<file path="config.mk">
export PLATFORM = sky130hd
export DESIGN_NAME = sfp_port
export DESIGN_NICKNAME = d
export VERILOG_FILES = /design/src/rtl/sfp_pkg.sv /design/src/rtl/sfp_edge_det.sv /design/src/rtl/sfp_frame_ctl.sv /design/src/rtl/sfp_tx_path.sv /design/src/rtl/sfp_rx_path.sv /design/src/rtl/sfp_port.sv
export SDC_FILE = /design/constraint.sdc
export NUM_CORES = 1
export LEC_CHECK = 0
export CAP_MARGIN = 5
export CORE_UTILIZATION = 50
export CTS_CLUSTER_SIZE = 10
export DETAILED_ROUTE_END_ITERATION = 10
export GPL_TIMING_DRIVEN = 0
export PLACE_DENSITY_LB_ADDON = 0.15
export SYNTH_ARGS = -nofsm -noshare
export SYNTH_HDL_FRONTEND = slang
export SYNTH_SLANG_ARGS = --single-unit
</file>
<file path="constraint.sdc">
create_clock -name clk -period 3.9 [get_ports clk]
set_clock_uncertainty 0.1 [all_clocks]
set_input_delay 0.585 -clock clk [delete_from_list [all_inputs] [get_ports clk]]
set_output_delay 0.585 -clock clk [all_outputs]
set_load 0.02 [all_outputs]
</file>
<file path="src/rtl/sfp_pkg.sv">
// Shared types for the framed serial port.
// Assumes: serial-clock edges are detected in the system-clock domain.
package sfp_pkg;

    // Per-cycle serial events after polarity selection.
    typedef struct packed {
        logic samp;       // edge on which din is captured
        logic shft;       // edge on which dout advances
        logic sync_fall;  // frame-sync went from high to low
    } sfp_evt_t;

endpackage

</file>
<file path="src/rtl/sfp_edge_det.sv">
// Detects serial-clock and sync edges and maps clock edges to the
// sample/shift roles according to the polarity select.
// Assumes: sclk and sync_n are already synchronous to clk.
module sfp_edge_det
    import sfp_pkg::*;
(
    input  logic     clk,
    input  logic     rst_n,
    input  logic     sclk,
    input  logic     sync_n,
    input  logic     pol,
    output sfp_evt_t evt
);

    logic sclk_q;
    logic sync_q;
    logic sclk_rise;
    logic sclk_fall;

    // Remember previous samples of sclk and sync_n.
    always_ff @(posedge clk) begin
        if (!rst_n) begin
            sclk_q <= 1'b0;
            sync_q <= 1'b1;
        end else begin
            sclk_q <= sclk;
            sync_q <= sync_n;
        end
    end

    // Edge decode and polarity role swap.
    always_comb begin
        sclk_rise     = sclk & ~sclk_q;
        sclk_fall     = ~sclk & sclk_q;
        evt.samp      = pol ? sclk_fall : sclk_rise;
        evt.shft      = pol ? sclk_rise : sclk_fall;
        evt.sync_fall = sync_q & ~sync_n;
    end

endmodule

</file>
<file path="src/rtl/sfp_frame_ctl.sv">
// Frame state: tracks whether a frame is open, counts sampling edges,
// and points at the transmit bit currently presented.
// Assumes: at most one sampling or shift edge per clk cycle.
module sfp_frame_ctl
    import sfp_pkg::*;
#(
    parameter int W  = 16,
    localparam int CW = $clog2(W + 1),
    localparam int IW = $clog2(W)
)(
    input  logic          clk,
    input  logic          rst_n,
    input  logic          edge_mode,
    input  logic          sync_n,
    input  sfp_evt_t      evt,
    output logic          in_frame,
    output logic          take,
    output logic          last,
    output logic          load,
    output logic [IW-1:0] out_idx
);

    logic [CW-1:0] cnt;
    logic          alive;
    logic          lvl_drop;

    // Qualify events with the current framing state.
    always_comb begin
        alive    = in_frame & (edge_mode | ~sync_n);
        take     = alive & evt.samp & (cnt < CW'(W));
        last     = take & (cnt == CW'(W - 1));
        lvl_drop = ~edge_mode & sync_n;
        load     = evt.sync_fall | (last & ~edge_mode);
    end

    // Frame-open flag: set by sync fall, cleared by release or count end.
    always_ff @(posedge clk) begin
        if (!rst_n)                  in_frame <= 1'b0;
        else if (evt.sync_fall)      in_frame <= 1'b1;
        else if (lvl_drop)           in_frame <= 1'b0;
        else if (edge_mode && last)  in_frame <= 1'b0;
    end

    // Sampling-edge counter, restarted at each frame boundary.
    always_ff @(posedge clk) begin
        if (!rst_n)         cnt <= '0;
        else if (load)      cnt <= '0;
        else if (lvl_drop)  cnt <= '0;
        else if (take)      cnt <= cnt + CW'(1);
    end

    // Output bit pointer: advances on a shift edge once its bit was sampled.
    always_ff @(posedge clk) begin
        if (!rst_n)
            out_idx <= '0;
        else if (load || lvl_drop)
            out_idx <= '0;
        else if (alive && evt.shft && (CW'(out_idx) < cnt) && (out_idx < IW'(W - 1)))
            out_idx <= out_idx + IW'(1);
    end

endmodule

</file>
<file path="src/rtl/sfp_tx_path.sv">
// Transmit side: latches the parallel word at frame start and drives
// the selected bit with its output enable.
// Assumes: load and out_idx come from sfp_frame_ctl.
module sfp_tx_path #(
    parameter int W  = 16,
    localparam int IW = $clog2(W)
)(
    input  logic          clk,
    input  logic          rst_n,
    input  logic          load,
    input  logic [W-1:0]  tx_word,
    input  logic          in_frame,
    input  logic [IW-1:0] out_idx,
    output logic          dout,
    output logic          dout_oe
);

    logic [W-1:0] tx_hold;

    // Capture the transmit word at each frame boundary.
    always_ff @(posedge clk) begin
        if (!rst_n)    tx_hold <= '0;
        else if (load) tx_hold <= tx_word;
    end

    // Present the pointed bit, MSB first, gated by the enable.
    always_comb begin
        dout_oe = in_frame;
        dout    = in_frame & tx_hold[IW'(W - 1) - out_idx];
    end

endmodule

</file>
<file path="src/rtl/sfp_rx_path.sv">
// Receive side: shifts in sampled bits and publishes the word with a
// one-cycle strobe when the frame's last bit arrives.
// Assumes: take/last are single-cycle pulses from sfp_frame_ctl.
module sfp_rx_path #(
    parameter int W = 16
)(
    input  logic         clk,
    input  logic         rst_n,
    input  logic         take,
    input  logic         last,
    input  logic         din,
    output logic [W-1:0] rx_word,
    output logic         rx_valid
);

    logic [W-1:0] rx_shift;
    logic [W-1:0] rx_next;

    // Next shift contents with the newly sampled bit appended.
    always_comb rx_next = {rx_shift[W-2:0], din};

    // Shift register for incoming bits.
    always_ff @(posedge clk) begin
        if (!rst_n)    rx_shift <= '0;
        else if (take) rx_shift <= rx_next;
    end

    // Holding register and completion strobe.
    always_ff @(posedge clk) begin
        if (!rst_n) begin
            rx_word  <= '0;
            rx_valid <= 1'b0;
        end else begin
            rx_valid <= last;
            if (last) rx_word <= rx_next;
        end
    end

endmodule

</file>
<file path="src/rtl/sfp_port.sv">
// Top of the framed serial slave port: edge detection, frame control,
// transmit and receive paths.
// Assumes: sclk/sync_n are synchronous to clk and slower than clk/2.
module sfp_port
    import sfp_pkg::*;
#(
    parameter int W  = 16,
    localparam int IW = $clog2(W)
)(
    input  logic         clk,
    input  logic         rst_n,
    input  logic         sclk,
    input  logic         sync_n,
    input  logic         din,
    input  logic         pol,
    input  logic         edge_mode,
    input  logic [W-1:0] tx_word,
    output logic         dout,
    output logic         dout_oe,
    output logic [W-1:0] rx_word,
    output logic         rx_valid
);

    sfp_evt_t      evt;
    logic          in_frame;
    logic          take;
    logic          last;
    logic          load;
    logic [IW-1:0] out_idx;

    sfp_edge_det u_edge (
        .clk    (clk),
        .rst_n  (rst_n),
        .sclk   (sclk),
        .sync_n (sync_n),
        .pol    (pol),
        .evt    (evt)
    );

    sfp_frame_ctl #(.W(W)) u_ctl (
        .clk       (clk),
        .rst_n     (rst_n),
        .edge_mode (edge_mode),
        .sync_n    (sync_n),
        .evt       (evt),
        .in_frame  (in_frame),
        .take      (take),
        .last      (last),
        .load      (load),
        .out_idx   (out_idx)
    );

    sfp_tx_path #(.W(W)) u_tx (
        .clk      (clk),
        .rst_n    (rst_n),
        .load     (load),
        .tx_word  (tx_word),
        .in_frame (in_frame),
        .out_idx  (out_idx),
        .dout     (dout),
        .dout_oe  (dout_oe)
    );

    sfp_rx_path #(.W(W)) u_rx (
        .clk      (clk),
        .rst_n    (rst_n),
        .take     (take),
        .last     (last),
        .din      (din),
        .rx_word  (rx_word),
        .rx_valid (rx_valid)
    );

endmodule

</file>
======== Word level (Yosys, flattened, before mapping) ========
Cells that the tools add are included.
Widths: inputs -> output; s select.
cells by class
  muxes and demuxes ....................... 7
  equal/unequal tests ..................... 1
  shift-type cells ........................ 0
  multipliers ............................. 0
  bitwise logic cells ..................... 17
  div/mod/pow operators ................... 0
  magnitude comparators ................... 4
  add/sub/neg operators ................... 3
  reductions and logical operators ........ 8
operator list
  operator             count
  $and 1x1->1          10
  $mux 1               6
  $add 5x1->5 const B  1
  $eq 5x4->1 const B   1
  $lt 4x5->1           1
  $lt 4x5->1 const B   1
  $lt 5x5->1 const B   1
  $not 1->1            5
  $add 4x1->4 const B  1
  $bmux 1 s4           1
  $logic_and 1x1->1    4
  $lt 4x4->1 const B   1
  $sub 4x4->4 const A  1
  $reduce_bool 3->1    1
  $reduce_or 3->1      1
  $or 1x1->1           2
  $reduce_or 2->1      1
  $logic_or 1x1->1     1
word-level totals
  output and inout port bits .............. 19
  register bits ........................... 60
  memory bits (writable) .................. 0
  memories ................................ 0
  input bits .............................. 23
  logic and storage cells ................. 49
  bits in read-only memories .............. 0
  bits in latches ......................... 0

======== Depth between registers and ports, before layout ========
  depth after elaboration ................. 10
  gate-level depth with buffers ........... 10
  gate-level depth less buffers ........... 8

======== Modules after synthesis ========
From an unflattened synthesis, not the netlist that was laid out.
unflattened totals
  cells, all modules ...................... 246
  area total of the unflattened synthesis .. 2686.3 µm²
by module, submodules not included
  module         area an instance (µm²)  instances  sequential area each (µm²)  cells each
  sfp_rx_path    1226.2                  1          640.6                       102
  sfp_tx_path    762.0                   1          320.3                       69
  sfp_frame_ctl  588.1                   1          200.2                       66
  sfp_edge_det   110.1                   1          40.0                        9

======== Least setup slack after synthesis ========
OpenSTA, ideal clock, no wires.
  kind .................................... reg2out
  start point ............................. register u_ctl.out_idx[0]
  end point ............................... output port dout
  data arrival time ....................... 1.815 ns
  stages on the path, launching flop included .. 5
  data required time ...................... 3.215 ns
  path slack .............................. 1.400 ns
  buffers on the path ..................... 1
  cell sequence ........................... dfxtp_1 -> clkbuf_1 -> mux4_2 -> mux4_2 -> and2_1
between the ends
  word-level cells in the longest chain between the ends .. 4
ends and longest elaborated chain
  item                          line                 source
  start, declared               sfp_frame_ctl.sv:20  output logic [IW-1:0] out_idx
  start signal, assigned        sfp_frame_ctl.sv:59  out_idx <= out_idx + IW'(1);
  $sub 4x4->4                   sfp_tx_path.sv:29    dout = in_frame & tx_hold[IW'(W - 1) - out_idx];
  $bmux 1 s4                    sfp_tx_path.sv:29
  $mux 1 (not written as such)  sfp_tx_path.sv:29
  $and 1x1->1                   sfp_tx_path.sv:29
  end, declared                 sfp_port.sv:18       output logic dout,
Every way passes these cells. The select of a mux whose other input is x is not followed.

======== Worst setup path after layout ========
Same ends and word-level chain as after synthesis.

==> metrics.md <==
| Metric | Value |
|---|---|
| Status | finished clean |
| Crit-path max FO | 7 |
| Fin crit share | 0.8878 |
| Yosys top cell area share | 0.4622 |
| TNS Setup | 0 ns |
| Largest family of logic cells by synthesized area | simple AND/OR/NAND/NOR gates |
| Cells after synthesis | 256 |
| Synth top area cells | dfxtp_1 (46%), mux2i_1 (13%), nor2b_1 (7.5%), nand2_1 (4.9%), a21boi_0 (4.3%) |
| Vias in the first global route | 1757 |
| Maxcap violations | 0 |
| CP arrival | between 2 and 3 ns |
| Clock transition at the registers of the reported paths | around 0.060 ns |
| CP bufs+invs | 2 |
| Crit end category | output pin |
| Setup ws final | 0.4378 ns |
| Top-level I/O count | 42 |
| Mapped Avg Cell Area | just over 10 um^2 |
| CTS hold repair buffers | 0 |
| First-pass DRT Iterations | 4 |
| Nets | 337 |
| Clock H-tree levels | 3 |
| Core area | just under 5000 um^2 |
| Startpoint types | flop |
| Top_reg_cell synth | dfxtp_1 |
| Critical-path top delay cell | mux4_2 |
| Synth cell types | 35 |
| Switching power total | about 0.00027 W |
| Most used cell, CP | mux4_2 |
| Largest net degree at the start of global routing | 11 |
| Count of final hold-check violations | 0 |
| Family with the most delay on the worst path | multiplexers |
| Post-Synth Simple-Gate Area | 0.1887 |
| Final core utilization | 0.6754 |
| Type of the worst setup path | reg -> out |
| Area Overhead vs Synth | 26.00% |
| Clk pwr share | 0.416 |
| Post_cts resized | 0 |
| Routability cong. | around 0.72 |
| Synth warn | 0 |
| Synth Area in Adders | 0.02889 |
| Synthesized area | 2599 um^2 |
| Worst EP required | 3.21 ns |
| Final HPWL DP | 3433 um |
| Clock Path Buffers | 2 |
| GRT overflow | 0 |
| Pleak | 1.236 nW |
| Drt total wl | 4841 um |
| Worst-Margin Slew | 0.5552 ns |
| Worst hold slack | 0.3568 ns |
| Post-synth EDFFs | 0 |
| GRT Overall Usage | 0.2104 |
| Switching Fraction | 0.2223 |
| Final setup viols | 0 |
| First-pass GRT wire length | 8362 um |
| Synth Area in XOR/XNOR | 0.02022 |
| Cell taking the most area after synthesis | dfxtp_1 |
| Num CTS Buffers | 9 |
| Starting DRT DRC Count | 112 |
| Asr flop ratio synth | 0 |
| Via density | 4.953 |
| Worst vdd ir | 251.1 uV |
| Gate power share | 0.072 |
| Number of I/O port buffers | 41 |
| Clk root buf | clkbuf_8 |
| Crit-path cells | clkbuf_1 > mux4_2 > mux4_2 > and2_1 > clkdlybuf4s50_1 |
| Layout cell share with drive strength beyond 1 | 0.09585 |
| Worst slew margin | 0.6299 |
| Hold WC Path Type | reg -> reg |
| Total number of vias | 1882 |
| Clock Latency Late Sink | ~0.33 ns |
| DRC | 0 |
| Inserted Diodes | 0 |
| CTS tree | done |
| DRT antenna net count | 0 |
| Final min period | ~3.5 ns |
| Compound-cell area share of the yosys netlist | 0.09100 |
| DIE HEIGHT | 74.10 um |
| Net Count, Synth | 285 |
| Slowest cell delay on critical path | 0.57 ns |
| FF+latch count, synth | 60 |
| Flop pwr share | 0.512 |
| Post-CTS Setup Bufs | 0 |
| Slew Viols, Final | 0 |
| Internal Dissipation | slightly below 0.001 W |
| Sink Count | 60 |
| Die span in x | 74.10 um |
| Fmax achieved | 288.8 MHz |
| Sequential area share after synthesis | 0.4622 |
| Setup WS pre-CTS | between 0.7 and 0.8 ns |
| Power per Cell Area | 377.2 nW/um^2 |
| Multiplexer share of the synthesized area | 0.1704 |
| Starting Density | 0.5360 |
| Rows | 25 |
| Initial antenna violation count | 0 |
| RSZ-0062 raised after global routing | false |
| Die area | 5490 um^2 |
| Mean routed wirelength per cell | 12.74 um |
-- worst min-delay path: stages (launching register included) --
cell	delay, ns
dfxtp_1	0.31
nand2_1	0.05
a21boi_1	0.05
-- layout make-up --
| type | count | area (um^2) |
|---|---|---|
| fillers | 391 | 1574 |
| multi-input cells | 173 | 1297 |
| flip-flops and latches | 60 | 1201 |
| repair buffers | 41 | 410.4 |
| clock buffers | 15 | 176.4 |
| well taps | 67 | 83.83 |
| plain buffers | 14 | 66.31 |
| inverters | 9 | 33.78 |
| clock inverters | 1 | 5.005 |
-- stage by stage --
step	cell area (um^2)	power (W)	std cells
floorplan	2599	0.0006959	256
global placement	3093	0.0007341	364
detailed placement	3093	0.0007360	364
CTS	3274	0.001245	380
global route	3274	0.001279	380
finish	3274	0.001235	380
-- cells by family after synthesis --
group,Yosys count
buf+inv,23
fa+ha+maj,6
simple gates,96
xor+xnor,6
compound gates,27
flops,60
mux,38
-- registers in the layout, indices dropped and copies added (netlist names) --
signal          count
u_rx.rx_word       16
u_tx.tx_hold       16
u_rx.rx_shift      15
u_ctl.cnt           5
u_ctl.out_idx       4
u_ctl.in_frame      1
u_edge.sclk_q       1
u_edge.sync_q       1
u_rx.rx_valid       1
-- cells in the mapped netlist (2+ instances only) --
library cell	instances
a211oi_1	2
a21boi_0	15
a21oi_1	3
and2_1	3
and3b_1	2
buf_2	4
clkbuf_1	8
dfxtp_1	60
ha_1	6
inv_1	9
mux2i_1	33
mux4_2	5
nand2_1	34
nand2b_1	2
nand3_1	3
nor2_1	14
nor2b_1	31
xnor2_1	5
-- layout by cell type (no fill, tap or decap), drive strengths merged --
| cell | instances |
|---|---|
| nor3 | 1 |
| xor2 | 1 |
| inv | 9 |
| o21ai | 1 |
| nand2 | 34 |
| ha | 6 |
| a21boi | 16 |
| and2 | 3 |
| clkinv | 1 |
| xnor2 | 5 |
| o2111ai | 2 |
| and3b | 2 |
| a211oi | 2 |
| nand2b | 3 |
| nor2 | 15 |
| o21a | 1 |
| dfxtp | 60 |
| buf | 5 |
| a21oi | 3 |
| mux4 | 5 |
| o32ai | 1 |
| nand3 | 3 |
| clkdlybuf4s50 | 41 |
| nor2b | 31 |
| a2111o | 1 |
| or2 | 2 |
| mux2i | 33 |
| clkbuf | 24 |
| nor3b | 2 |
-- power groups by stage --
stage          combinational [W]  sequential [W]  clock (W)
5_1_grt                0.0000975        0.000634   0.000548
3_5_place_dp           0.0000899        0.000646          0
6_report               0.0000890        0.000632   0.000514
4_1_cts                0.0000901        0.000632   0.000523
2_1_floorplan          0.0000515        0.000644          0
3_3_place_gp           0.0000883        0.000646          0
-- worst paths after layout --
kind	from	endpoint	slack [ns]	cells after the start
hold / removal	u_rx.rx_word[6]	u_rx.rx_word[6]	0.36	2
hold reg to reg	u_rx.rx_word[6]	u_rx.rx_word[6]	0.36	2
setup reg to reg	u_ctl.cnt[0]	u_tx.tx_hold[2]	1.64	9
setup / recovery	u_ctl.out_idx[0]	dout	0.44	5
-- routing by layer --
metal | share of wire | vias to the layer above | global-route usage
li1 | - | 961 | -
met1 | 0.50 | 872 | 0.2895
met2 | 0.44 | 37 | 0.3020
met3 | 0.035 | 12 | 0.04878
met4 | 0.025 | 0 | 0.1218
met5 | 0 | - | 0
No activity file was read; power rests on OpenSTA's default activity.
